===== config.mk =====
export PLATFORM = sky130hd
export DESIGN_NAME = synth_ctl_port
export DESIGN_NICKNAME = d
export VERILOG_FILES = /design/src/rtl/synctl_pkg.sv /design/src/rtl/tw_sync_edge.sv /design/src/rtl/tw_shifter.sv /design/src/rtl/tw_reg_bank.sv /design/src/rtl/tw_field_decode.sv /design/src/rtl/synth_ctl_port.sv
export SDC_FILE = /design/constraint.sdc
export NUM_CORES = 1
export LEC_CHECK = 0
export CELL_PAD_IN_SITES_DETAIL_PLACEMENT = 1
export CELL_PAD_IN_SITES_GLOBAL_PLACEMENT = 2
export CORE_MARGIN = 10
export CORE_UTILIZATION = 34
export DETAILED_ROUTE_END_ITERATION = 12
export GPL_TIMING_DRIVEN = 0
export MAX_ROUTING_LAYER = met4
export PLACE_DENSITY_LB_ADDON = 0.1
export SYNTH_ARGS = -nofsm -noshare
export SYNTH_HDL_FRONTEND = slang
export SYNTH_SLANG_ARGS = --single-unit

===== constraint.sdc =====
create_clock -name clk -period 6.27 [get_ports clk]
set_clock_uncertainty 0.05 [all_clocks]
set_input_delay 0.627 -clock clk [delete_from_list [all_inputs] [get_ports clk]]
set_output_delay 0.627 -clock clk [all_outputs]
set_load 0.02 [all_outputs]

===== src/rtl/synctl_pkg.sv =====
package synctl_pkg;
  localparam int WORD_W   = 24;
  localparam int ADDR_W   = 3;
  localparam int PAY_W    = WORD_W - ADDR_W;
  localparam int NUM_REGS = 6;
  localparam int UA_W     = 11;

  // register indices with decoded content
  localparam int REG_PLLCP = 4;
  localparam int REG_LOCTL = 5;

  // word-level bit positions of decoded fields
  localparam int MON_TOP  = 23;
  localparam int CPSRC_B  = 18;
  localparam int CPI_TOP  = 11;
  localparam int LODRV_B  = 3;
  localparam int LOXL_B   = 4;
  localparam int LODIV_B  = 5;

  typedef logic [PAY_W-1:0]  payload_t;
  typedef logic [ADDR_W-1:0] addr_t;

  // payload bit that holds word bit n
  function automatic logic word_bit(payload_t p, int n);
    return p[n-ADDR_W];
  endfunction

  function automatic logic [2:0] mon_field(payload_t p);
    return p[MON_TOP-ADDR_W -: 3];
  endfunction

  function automatic logic [1:0] cpi_field(payload_t p);
    return p[CPI_TOP-ADDR_W -: 2];
  endfunction

  // nominal charge pump current in microamps
  function automatic logic [UA_W-1:0] cp_microamps(logic [1:0] code);
    return UA_W'(250) * (UA_W'(code) + UA_W'(1));
  endfunction

  function automatic logic addr_valid(addr_t a);
    return int'(a) < NUM_REGS;
  endfunction
endpackage


===== src/rtl/tw_sync_edge.sv =====
module tw_sync_edge #(
  parameter int          W         = 3,
  parameter int          STAGES    = 2,
  parameter logic [W-1:0] EDGE_MASK = '0
) (
  input  logic         clk,
  input  logic         rst_n,
  input  logic [W-1:0] pin_i,
  output logic [W-1:0] evt_o
);
  for (genvar b = 0; b < W; b++) begin : g_bit
    logic [STAGES-1:0] sync_q;
    always_ff @(posedge clk or negedge rst_n) begin
      if (!rst_n) sync_q <= '0;
      else        sync_q <= {sync_q[STAGES-2:0], pin_i[b]};
    end
    if (EDGE_MASK[b]) begin : g_edge
      logic last_q;
      always_ff @(posedge clk or negedge rst_n) begin
        if (!rst_n) last_q <= 1'b0;
        else        last_q <= sync_q[STAGES-1];
      end
      assign evt_o[b] = sync_q[STAGES-1] & ~last_q;
    end else begin : g_level
      assign evt_o[b] = sync_q[STAGES-1];
    end
  end
endmodule


===== src/rtl/tw_shifter.sv =====
module tw_shifter #(
  parameter int W = 24
) (
  input  logic         clk,
  input  logic         rst_n,
  input  logic         shift_en,
  input  logic         bit_in,
  output logic [W-1:0] word_q
);
  always_ff @(posedge clk or negedge rst_n) begin
    if (!rst_n)        word_q <= '0;
    else if (shift_en) word_q <= {word_q[W-2:0], bit_in};
  end
endmodule


===== src/rtl/tw_reg_bank.sv =====
module tw_reg_bank #(
  parameter int N  = 6,
  parameter int PW = 21,
  parameter int AW = 3
) (
  input  logic          clk,
  input  logic          rst_n,
  input  logic          commit,
  input  logic [AW-1:0] addr,
  input  logic [PW-1:0] payload,
  output logic [N-1:0]  we,
  output logic [N*PW-1:0] bank
);
  for (genvar k = 0; k < N; k++) begin : g_reg
    assign we[k] = commit && (addr == AW'(k));
    always_ff @(posedge clk or negedge rst_n) begin
      if (!rst_n)     bank[k*PW +: PW] <= '0;
      else if (we[k]) bank[k*PW +: PW] <= payload;
    end
  end
endmodule


===== src/rtl/tw_field_decode.sv =====
module tw_field_decode
  import synctl_pkg::*;
(
  input  logic            mon_raw_i,
  input  logic [2:0]      mon_bits_i,
  input  logic [1:0]      cpi_i,
  input  logic            cpsrc_i,
  input  logic            lodrv_i,
  input  logic            loxl_i,
  input  logic            lodiv_i,
  input  logic            lo_sel_pin,
  output logic [2:0]      mon_sel,
  output logic [1:0]      cp_code,
  output logic [UA_W-1:0] cp_ua,
  output logic            cp_ext_ref,
  output logic            lo_port_out,
  output logic            lo_ext_route,
  output logic            lo_div_1x
);
  // mon_raw_i repeats the top bit of mon_bits_i and serves as a consistency tap
  assign mon_sel      = {mon_raw_i | mon_bits_i[2], mon_bits_i[1:0]};
  assign cp_code      = cpi_i;
  assign cp_ua        = cp_microamps(cpi_i);
  assign cp_ext_ref   = cpsrc_i;
  assign lo_port_out  = lo_sel_pin | lodrv_i;
  assign lo_ext_route = loxl_i;
  assign lo_div_1x    = lodiv_i;
endmodule


===== src/rtl/synth_ctl_port.sv =====
module synth_ctl_port
  import synctl_pkg::*;
(
  input  logic                  clk,
  input  logic                  rst_n,
  input  logic                  ser_clk,
  input  logic                  ser_data,
  input  logic                  ser_le,
  input  logic                  lo_sel_pin,
  output logic [NUM_REGS*PAY_W-1:0] cfg_bank,
  output logic [2:0]            mon_sel,
  output logic [1:0]            cp_code,
  output logic [UA_W-1:0]       cp_ua,
  output logic                  cp_ext_ref,
  output logic                  lo_port_out,
  output logic                  lo_ext_route,
  output logic                  lo_div_1x
);
  // named internal events for the checker
  logic [2:0]          pin_evt;
  logic                data_bit;
  logic                sclk_rise;
  logic                le_rise;
  logic [WORD_W-1:0]   shift_q;
  logic                commit;
  logic [NUM_REGS-1:0] commit_we;
  payload_t            reg_cp;
  payload_t            reg_lo;

  tw_sync_edge #(.W(3), .STAGES(2), .EDGE_MASK(3'b110)) u_sync (
    .clk(clk), .rst_n(rst_n),
    .pin_i({ser_le, ser_clk, ser_data}),
    .evt_o(pin_evt)
  );
  assign data_bit  = pin_evt[0];
  assign sclk_rise = pin_evt[1];
  assign le_rise   = pin_evt[2];

  tw_shifter #(.W(WORD_W)) u_shift (
    .clk(clk), .rst_n(rst_n),
    .shift_en(sclk_rise), .bit_in(data_bit),
    .word_q(shift_q)
  );

  // commit samples shift_q before any same-cycle shift lands
  assign commit = le_rise && addr_valid(shift_q[ADDR_W-1:0]);

  tw_reg_bank #(.N(NUM_REGS), .PW(PAY_W), .AW(ADDR_W)) u_bank (
    .clk(clk), .rst_n(rst_n),
    .commit(commit),
    .addr(shift_q[ADDR_W-1:0]),
    .payload(shift_q[WORD_W-1:ADDR_W]),
    .we(commit_we),
    .bank(cfg_bank)
  );

  assign reg_cp = cfg_bank[REG_PLLCP*PAY_W +: PAY_W];
  assign reg_lo = cfg_bank[REG_LOCTL*PAY_W +: PAY_W];

  tw_field_decode u_dec (
    .mon_raw_i(word_bit(reg_cp, MON_TOP)),
    .mon_bits_i(mon_field(reg_cp)),
    .cpi_i(cpi_field(reg_cp)),
    .cpsrc_i(word_bit(reg_cp, CPSRC_B)),
    .lodrv_i(word_bit(reg_lo, LODRV_B)),
    .loxl_i(word_bit(reg_lo, LOXL_B)),
    .lodiv_i(word_bit(reg_lo, LODIV_B)),
    .lo_sel_pin(lo_sel_pin),
    .mon_sel(mon_sel),
    .cp_code(cp_code),
    .cp_ua(cp_ua),
    .cp_ext_ref(cp_ext_ref),
    .lo_port_out(lo_port_out),
    .lo_ext_route(lo_ext_route),
    .lo_div_1x(lo_div_1x)
  );
endmodule


## After elaboration in Yosys (flattened, before gate mapping)

Index checks and enable logic that the tools add are counted.
Widths: inputs -> output; s select.

- Flip-flop bits (word level): 158
- Output and inout port bits: 146
- Logic and storage cells: 33

- $add $sub $neg: 1
- $mul: 1
- Magnitude comparators: 1
- Equality and inequality tests: 5
- Bitwise gates (word level): 5
- Reduce and logical (&&, ||, !) cells: 8

Operators by type and width:

| cell | number |
|---|---|
| $mul 7x11->10 const A | 1 |
| $logic_and 1x1->1 | 7 |
| $eq 3x2->1 const B | 2 |
| $eq 3x3->1 const B | 2 |
| $add 2x1->3 const B | 1 |
| $eq 3x1->1 const B | 1 |
| $logic_not 3->1 | 1 |
| $lt 3x3->1 const B | 1 |
| $and 1x1->1 | 2 |
| $not 1->1 | 2 |
| $or 1x1->1 | 1 |

## Logic depth before layout (Yosys ltp)

Gate-level depths: netlist of the first run.

- Depth in word-level cells: 4
- Gate-level depth with buffers: 7
- Depth with buffers taken out: 7

## By module

A second synthesis of the first run with hierarchy kept.

- Cells, all modules: 368
- Area total of the unflattened synthesis: 6279.8 µm²

By module, submodules not included:

| module | times used | cells each | area each (µm²) | seq. area each (µm²) |
|---|---|---|---|---|
| tw_reg_bank | 1 | 272 | 4772.1 | 3153.0 |
| tw_shifter | 1 | 51 | 997.2 | 600.6 |
| tw_field_decode | 1 | 33 | 264.0 | 0.0 |
| tw_sync_edge | 1 | 11 | 235.2 | 200.2 |
| synth_ctl_port | 1 | 1 | 11.3 | 0.0 |

## Least setup slack after synthesis of the first run

No wires, ideal clock.

- Kind: register to output
- From: register u_bank.bank[91]
- To: output cp_ua[8]
- Data arrival time: 2.459 ns
- Data required time: 5.593 ns
- Setup slack: 3.134 ns
- Cell stages (with the launch flop): 8
- Buffers on the path: 0
- Path through: dfrtp_1 > inv_1 > ha_1 > xnor2_1 > ha_1 > fa_1 > inv_1 > xnor2_1

- Cells in the longest elaborated chain, start to end: 2

Ends and longest elaborated chain:

| element | line | source |
|---|---|---|
| start, declared | tw_reg_bank.sv:12 | `output logic [N*PW-1:0] bank` |
| start signal, assigned by index | tw_reg_bank.sv:18 | `else if (we[k]) bank[k*PW +: PW] <= payload;` |
| $add 2x1->3 | synctl_pkg.sv:38 | `return UA_W'(250) * (UA_W'(code) + UA_W'(1));` |
| $mul 7x11->10 | synctl_pkg.sv:38 |  |
| end, declared | synth_ctl_port.sv:13 | `output logic [UA_W-1:0] cp_ua,` |

Every way passes these cells.

## Worst setup path in the final report of the first run

Ends and elaborated chain as after synthesis.

==> qor.tcl, run 1 <==
set qor(routed-via-count) 3573
set qor(synth_xor_xnor_area_share_pct) 0.564
set qor(setup_total_negative_slack_ns) 0
set qor(initial_core_util_pct) 34.6
set qor(cts_htree_levels) 4
set qor(maxSlewHeadroom_pct) 60.3
set qor(critPathCaptureType) {output port}
set qor(crit_path_top_delay_cell) {clkdlybuf4s50_1}
set qor(cts_setup_buffers) 0
set qor(synth_area_per_cell_um2) 16.9
set qor(postRouteWirelength_um) 15400
set qor(setup_slack_ns) 2.50
set qor(timing.setup.critical_path_class) {flop to output port}
set qor(crit_path_leading_delay_family) {adder cells}
set qor(worst-endpoint-required_ns) 5.59
set qor(areaGrowthSynthToFinish_pct) 38.7
set qor(synth_adder_area_share_pct) 1.73
set qor(worst_path_arrival_ns) 3.09
set qor(report.final.slew_viol_count) 0
set qor(place_congestion) 0.720
set qor(hold_path_class) {input port to async pin}
set qor(post_cts.resized_instances) 0
set qor(worstPathBufferInverterCount) 3
set qor(synth_nets) 381
set qor(post-route-period-util_pct) 60.1
set qor(outcome) {completed}
set qor(cts_made_buffers) 17
set qor(irDropWorstVdd_mv) 0.231
set qor(dp_hpwl_um) 10800
set qor(grt_setup_unrepaired) {no}
set qor(dr.pass1.iters) 3
set qor(design.final.nets) 551
set qor(timing.final.setup_violations) 0
set qor(synth.mux.area_fraction_pct) 28.4
set qor(clk_path_buf_depth) 2
set qor(yosysTopAreaCellShare_pct) 63.6
set qor(seq_area_frac_synth_pct) 63.6
set qor(synth.top_cells.by_area) {dfrtp_1, mux2_2, mux2_4}
set qor(final_hold_viol_count) 0
set qor(mostFrequentLayoutCells) {dfrtp_1, clkdlybuf4s50_1, mux2_2, mux2_1, mux2_4}
set qor(grt_pass1_wl_um) 24500
set qor(finalWorstPathRequiredPeriod_ns) 3.77
set qor(clock_latency_of_the_later_clocked_register_in_the_worst_skew_pair_ns) 0.42
set qor(routed-wl-met2_um) 7650
set qor(route.met3.wl_um) 1230
set qor(wl_per_cell_um) 19.8
set qor(synth.ff_latch_count) 158
set qor(critical_path.cell_chain) {inv_1, ha_1, xnor2_1, ha_1, fa_1, inv_1, xnor2_1, clkdlybuf4s50_1}
set qor(antenna_cells) 0
set qor(cts.sinks) 158
set qor(detail_route.iter0.violations) 121
set qor(postCtsHoldBufs) 0
set qor(wirelength_met1_um) 6440
set qor(gr-usage-all-layers_pct) 13.5
set qor(clock-root-buffer) {clkbuf_16}
set qor(yosysUniqueCellTypes) 26
set qor(post_synth_and_or_nand_nor_area_fraction_pct) 1.89
set qor(p_leak_nw) 4.10
set qor(synth_area_leader_cell) {dfrtp_1}
set qor(fp.dieW_um) 155
set qor(tightest_slew_ns) 0.595
set qor(io-pin-count) 152
set qor(tritoncts) {built}
set qor(final_common_cell) {dfrtp_1}
set qor(timing.max_cap.violations) 0
set qor(synthesis.area_mm2) 0.00621
set qor(post_synth_inst_count) 367
set qor(floorplan.core_area_mm2) 0.0180
set qor(via_per_inst) 4.59
set qor(fp.dieArea_mm2) 0.0241
set qor(die_height_um) 155
set qor(drcViolationCount) 0
set qor(route.top_layer_used) {met4}
set qor(io_buffers) 150
set qor(grt_start_max_net_pins) 98
set qor(combinational_family_with_the_most_area_after_synthesis) {multiplexers}
set qor(first_global_vias) 4122
set qor(grt.overflow.total) 0
set qor(worst_setup_hold_path_clk_slew_ns) 0.06
set qor(layout_cells_sized_above_1_pct) 35.3
set qor(place_worst_setup_slack_ns) 2.91
set qor(fp-row-count) 49
set qor(power_per_cell_area_mw_per_mm2) 410
set qor(path_max_fanout) 9
set qor(antenna_found_initial) 0
set qor(worst_path_largest_cell_delay_ns) 0.63
set qor(route.antenna.remaining_nets) 0
set qor(synth-warning-count) 0
set qor(synth_compound_gate_area_share_pct) 0.0806
set qor(timing.fmax_mhz) 265
set qor(critPathLaunchType) {flop}
## worst register-to-register path: cells and delay by family, from the launching register on
| family | cells | cell delay, ns |
|---|---|---|
| flip-flops | 1 | 0.48 |
| AND/OR/NAND/NOR | 2 | 0.58 |
| buffers and inverters | 1 | 0.20 |
| multiplexers | 1 | 0.35 |
## sequential cells by signal, summed over array words and instances (netlist names)
name	count
u_sync.g_bit.g_edge.last_q	2
u_shift.word_q	24
u_bank.bank	126
u_sync.g_bit.sync_q	6
## per-layer routing
metal | vias to the layer above | GRT usage, %
li1 | 1600 | -
met1 | 1869 | 15.4
met2 | 97 | 21.5
met3 | 7 | 5.68
met4 | 0 | 3.74
met5 | - | -
## path summary, 6_finish.rpt
path	startpoint	end	slack, ns	cells past startpoint
max	u_bank.bank[91]$_DFFE_PN0P_	cp_ua[8]	2.50	8
min	rst_n	u_bank.bank[64]$_DFFE_PN0P_	0.13	1
max reg2reg	u_shift.word_q[1]$_DFFE_PN0P_	u_bank.bank[87]$_DFFE_PN0P_	4.48	4
min reg2reg	u_sync.g_bit[1].sync_q[0]$_DFF_PN0_	u_sync.g_bit[1].sync_q[1]$_DFF_PN0_	0.29	0
max in group asynchronous	rst_n	u_shift.word_q[13]$_DFFE_PN0P_	5.17	2
min in group clk	u_sync.g_bit[1].sync_q[0]$_DFF_PN0_	u_sync.g_bit[1].sync_q[1]$_DFF_PN0_	0.29	0
## synthesized netlist by cell type, drive strengths merged
library cell	count
and2b	1
and3b	1
buf	26
clkbuf	1
conb	1
dfrtp	158
fa	1
ha	7
inv	5
mux2	150
nand2	3
nand3	1
nand3b	1
nor2b	2
nor3b	2
nor4bb	1
o21ai	1
or2	1
xnor2	3
xor2	1
## cells by family after synthesis
logic type,Yosys count
xor gates and xnor gates,4
muxes,150
and+or+nand+nor,13
adders and majority gates,8
DFF,158
AOI/OAI and AO/OA,1
buffers and inverters,32
other,1
## power breakdown
part / leakage, nW / switching [mW] / internal (mW)
Combinational: 1.70 / 0.499 / 0.591
Clock: 0.289 / 0.410 / 0.596
Sequential: 2.12 / 0.204 / 1.23
## per-stage QoR
stage          area [um2]  instances  hold slack, ns  total power, mW  utilization, %
6_report             8610        779           0.129             3.53            47.9
5_1_grt              8610        779           0.151             3.74            47.9
4_1_cts              8610        779           0.154             3.60            47.9
3_5_place_dp         8030        747           0.287             2.58            44.7
3_3_place_gp         8000        746           0.287             2.55            44.5
2_1_floorplan        6210        367           0.281             1.98               -
## layout make-up
class | count | area [um2]
sequential | 158 | 3950
multi-input combinational | 177 | 2030
timing repair buffer | 151 | 1530
fill | 1756 | 9350
inverter | 5 | 18.8
buffer | 27 | 206
tap | 229 | 287
clock buffer | 18 | 439
clock inverter | 14 | 145
(Power assumes the default switching activity.)
==> run 2, diff against run 1 <==
CORE_UTILIZATION = 31   (was 34)
clock period = 3.2 ns   (was 6.27 ns; I/O delays follow)
==> qor.tcl, run 2 (synthesis gave the netlist of run 1 again) <==
set qor(gr-usage-all-layers_pct) 13.2
set qor(antenna_cells) 0
set qor(worst_setup_hold_path_clk_slew_ns) 0.06
set qor(grt_setup_unrepaired) {no}
set qor(critPathLaunchType) {flop}
set qor(cts.sinks) 158
set qor(fin_cells) 817
set qor(cell_internal_pwr_mw) 4.96
set qor(via_per_inst) 4.47
set qor(postLayoutCellArea_mm2) 0.00876
set qor(share_clk_of_total_power_pct) 31.0
set qor(place_inst) 783
set qor(io-pin-count) 152
set qor(reg.largest.list) {u_bank.bank (126), u_shift.word_q (24), u_sync.g_bit.sync_q (6)}
set qor(outcome) {completed}
set qor(power_per_cell_area_mw_per_mm2) 818
set qor(place_worst_setup_slack_ns) 0.164
set qor(dr.pass1.iters) 4
set qor(top_register) {u_bank.bank}
set qor(critPathCaptureType) {output port}
set qor(initial_core_util_pct) 31.7
set qor(cts_made_buffers) 17
set qor(postRouteWirelength_um) 16300
set qor(fp.dieArea_mm2) 0.0261
set qor(place_congestion) 0.690
set qor(power_switching_share_pct) 30.7
set qor(first_global_vias) 4135
set qor(timing.max_cap.violations) 0
set qor(detail_route.iter0.violations) 79
set qor(layout_cells_sized_above_1_pct) 35.7
set qor(worst_path_largest_cell_delay_ns) 0.44
set qor(hold_path_class) {input port to flop}
set qor(path_max_fanout) 8
set qor(final.fill_count) 1964
set qor(worst-endpoint-required_ns) 2.83
set qor(p_leak_nw) 4.15
set qor(grt_start_max_net_pins) 114
set qor(report.final.slew_viol_count) 0
set qor(post-route-period-util_pct) 91.9
set qor(grt.overflow.total) 0
set qor(clock-root-buffer) {clkbuf_16}
set qor(drcViolationCount) 0
set qor(wl_per_cell_um) 20.0
set qor(route.antenna.remaining_nets) 0
set qor(clk_path_buf_depth) 2
set qor(final_hold_viol_count) 0
set qor(io_buffers) 150
set qor(antenna_found_initial) 0
set qor(area_of_placed_instances_mm2) 0.00808
set qor(timing.setup.critical_path_class) {flop to output port}
set qor(dp_hpwl_um) 11200
set qor(timing.final.setup_violations) 0
set qor(areaGrowthSynthToFinish_pct) 40.9
set qor(combinationalPowerShare_pct) 29.9
set qor(setup_total_negative_slack_ns) 0
set qor(clock_latency_of_the_later_clocked_register_in_the_worst_skew_pair_ns) 0.42
set qor(part_of_the_total_power_dissipated_in_sequential_elements_pct) 39.1
set qor(largest_reg_flops) 126
set qor(fp.dieW_um) 162
set qor(setup_slack_ns) 0.258
set qor(tightest_slew_ns) 0.613
set qor(grt_pass1_wl_um) 25700
set qor(cts_htree_levels) 4
set qor(worst_path_arrival_ns) 2.57
set qor(floorplan.core_area_mm2) 0.0196
set qor(final_common_cell) {dfrtp_1}
set qor(crit_path_top_delay_cell) {dfrtp_2}
set qor(critical_path.cell_chain) {inv_1, ha_1, xnor2_1, ha_1, fa_1, inv_1, xnor2_1, dlygate4sd2_1}
set qor(tritoncts) {built}
set qor(design.final.nets) 553
set qor(maxSlewHeadroom_pct) 59.2
set qor(irDropWorstVdd_mv) 0.356
set qor(fp-row-count) 51
set qor(mostFrequentLayoutCells) {dfrtp_1, clkdlybuf4s50_1, mux2_2, mux2_1, mux2_4}
set qor(die_height_um) 162
set qor(routed-via-count) 3650
set qor(worst_hold_slack_ns) 0.292
set qor(finalWorstPathRequiredPeriod_ns) 2.94
set qor(power.switching_mw) 2.20
set qor(timing.fmax_mhz) 340
run 2: worst max-delay path, delay by kind of cell (launching register included):
family                   cells  cell delay [ns]
adder cells (fa/ha/maj)      3             0.92
flip-flops                   1             0.44
buffers and inverters        3             0.54
XOR/XNOR                     2             0.25
run 2: area by class of cell:
class / count / area [um2] / area share, %
Clock buffer: 21 / 480 / 5.49
Sequential cell: 158 / 3960 / 45.2
Inverter: 5 / 18.8 / 0.214
Tap cell: 265 / 332 / 3.79
Timing Repair Buffer: 153 / 1550 / 17.7
Clock inverter: 11 / 176 / 2.01
Buffer: 27 / 206 / 2.36
Multi-Input combinational cell: 177 / 2030 / 23.2
run 2: what timing repair did:
action,4_1_cts,5_1_grt
setup buffers,1,0
cloned,0,0
hold buffers,1,0
gates resized for setup,5,2
setup endpoints to repair,5,2
hold endpoints to repair,45,0
run 2: final timing paths:
kind | startpoint | endpoint | slack (ns) | depth (start not counted)
setup / recovery | u_bank.bank[92]$_DFFE_PN0P_ | cp_ua[8] | 0.26 | 8
hold / removal | ser_data | u_sync.g_bit[0].sync_q[0]$_DFF_PN0_ | 0.29 | 1
setup reg to reg | u_sync.g_bit[2].g_edge.last_q$_DFF_PN0_ | u_bank.bank[5]$_DFFE_PN0P_ | 1.41 | 4
hold reg to reg | u_sync.g_bit[2].sync_q[0]$_DFF_PN0_ | u_sync.g_bit[2].sync_q[1]$_DFF_PN0_ | 0.30 | 0
max in group asynchronous | rst_n | u_bank.bank[13]$_DFFE_PN0P_ | 1.84 | 3
min in group asynchronous | rst_n | u_bank.bank[23]$_DFFE_PN0P_ | 0.34 | 2
run 2: stage by stage:
step	power [mW]	util, %
after global placement	4.99	41.1
after detailed placement	5.06	41.2
after global routing	7.57	44.7
final	7.17	44.7
after CTS	7.31	44.7
after floorplan	3.89	-
run 2: per-layer routing:
layer  track usage (%)  vias up  wire length [um]
met4              3.60        0               134
met2              20.5      105              7910
met5                 -        -                 0
li1                  -     1620                 -
met3              5.74       10              1340
met1              15.2     1915              6930
run 2: power groups by stage:
stage	registers (mW)	clock network, mW	logic, mW
after global routing	2.89	2.40	2.29
after CTS	2.82	2.29	2.20
final	2.80	2.22	2.14
after detailed placement	2.86	0	2.19
after floorplan	3.13	0	0.760
after global placement	2.84	0	2.15
==> run 3, diff against run 2 <==
GPL_ROUTABILITY_DRIVEN = 0   (was not set)
==> results of run 3 <==
The final DEF is identical to that of run 2; final timing and power are the same.
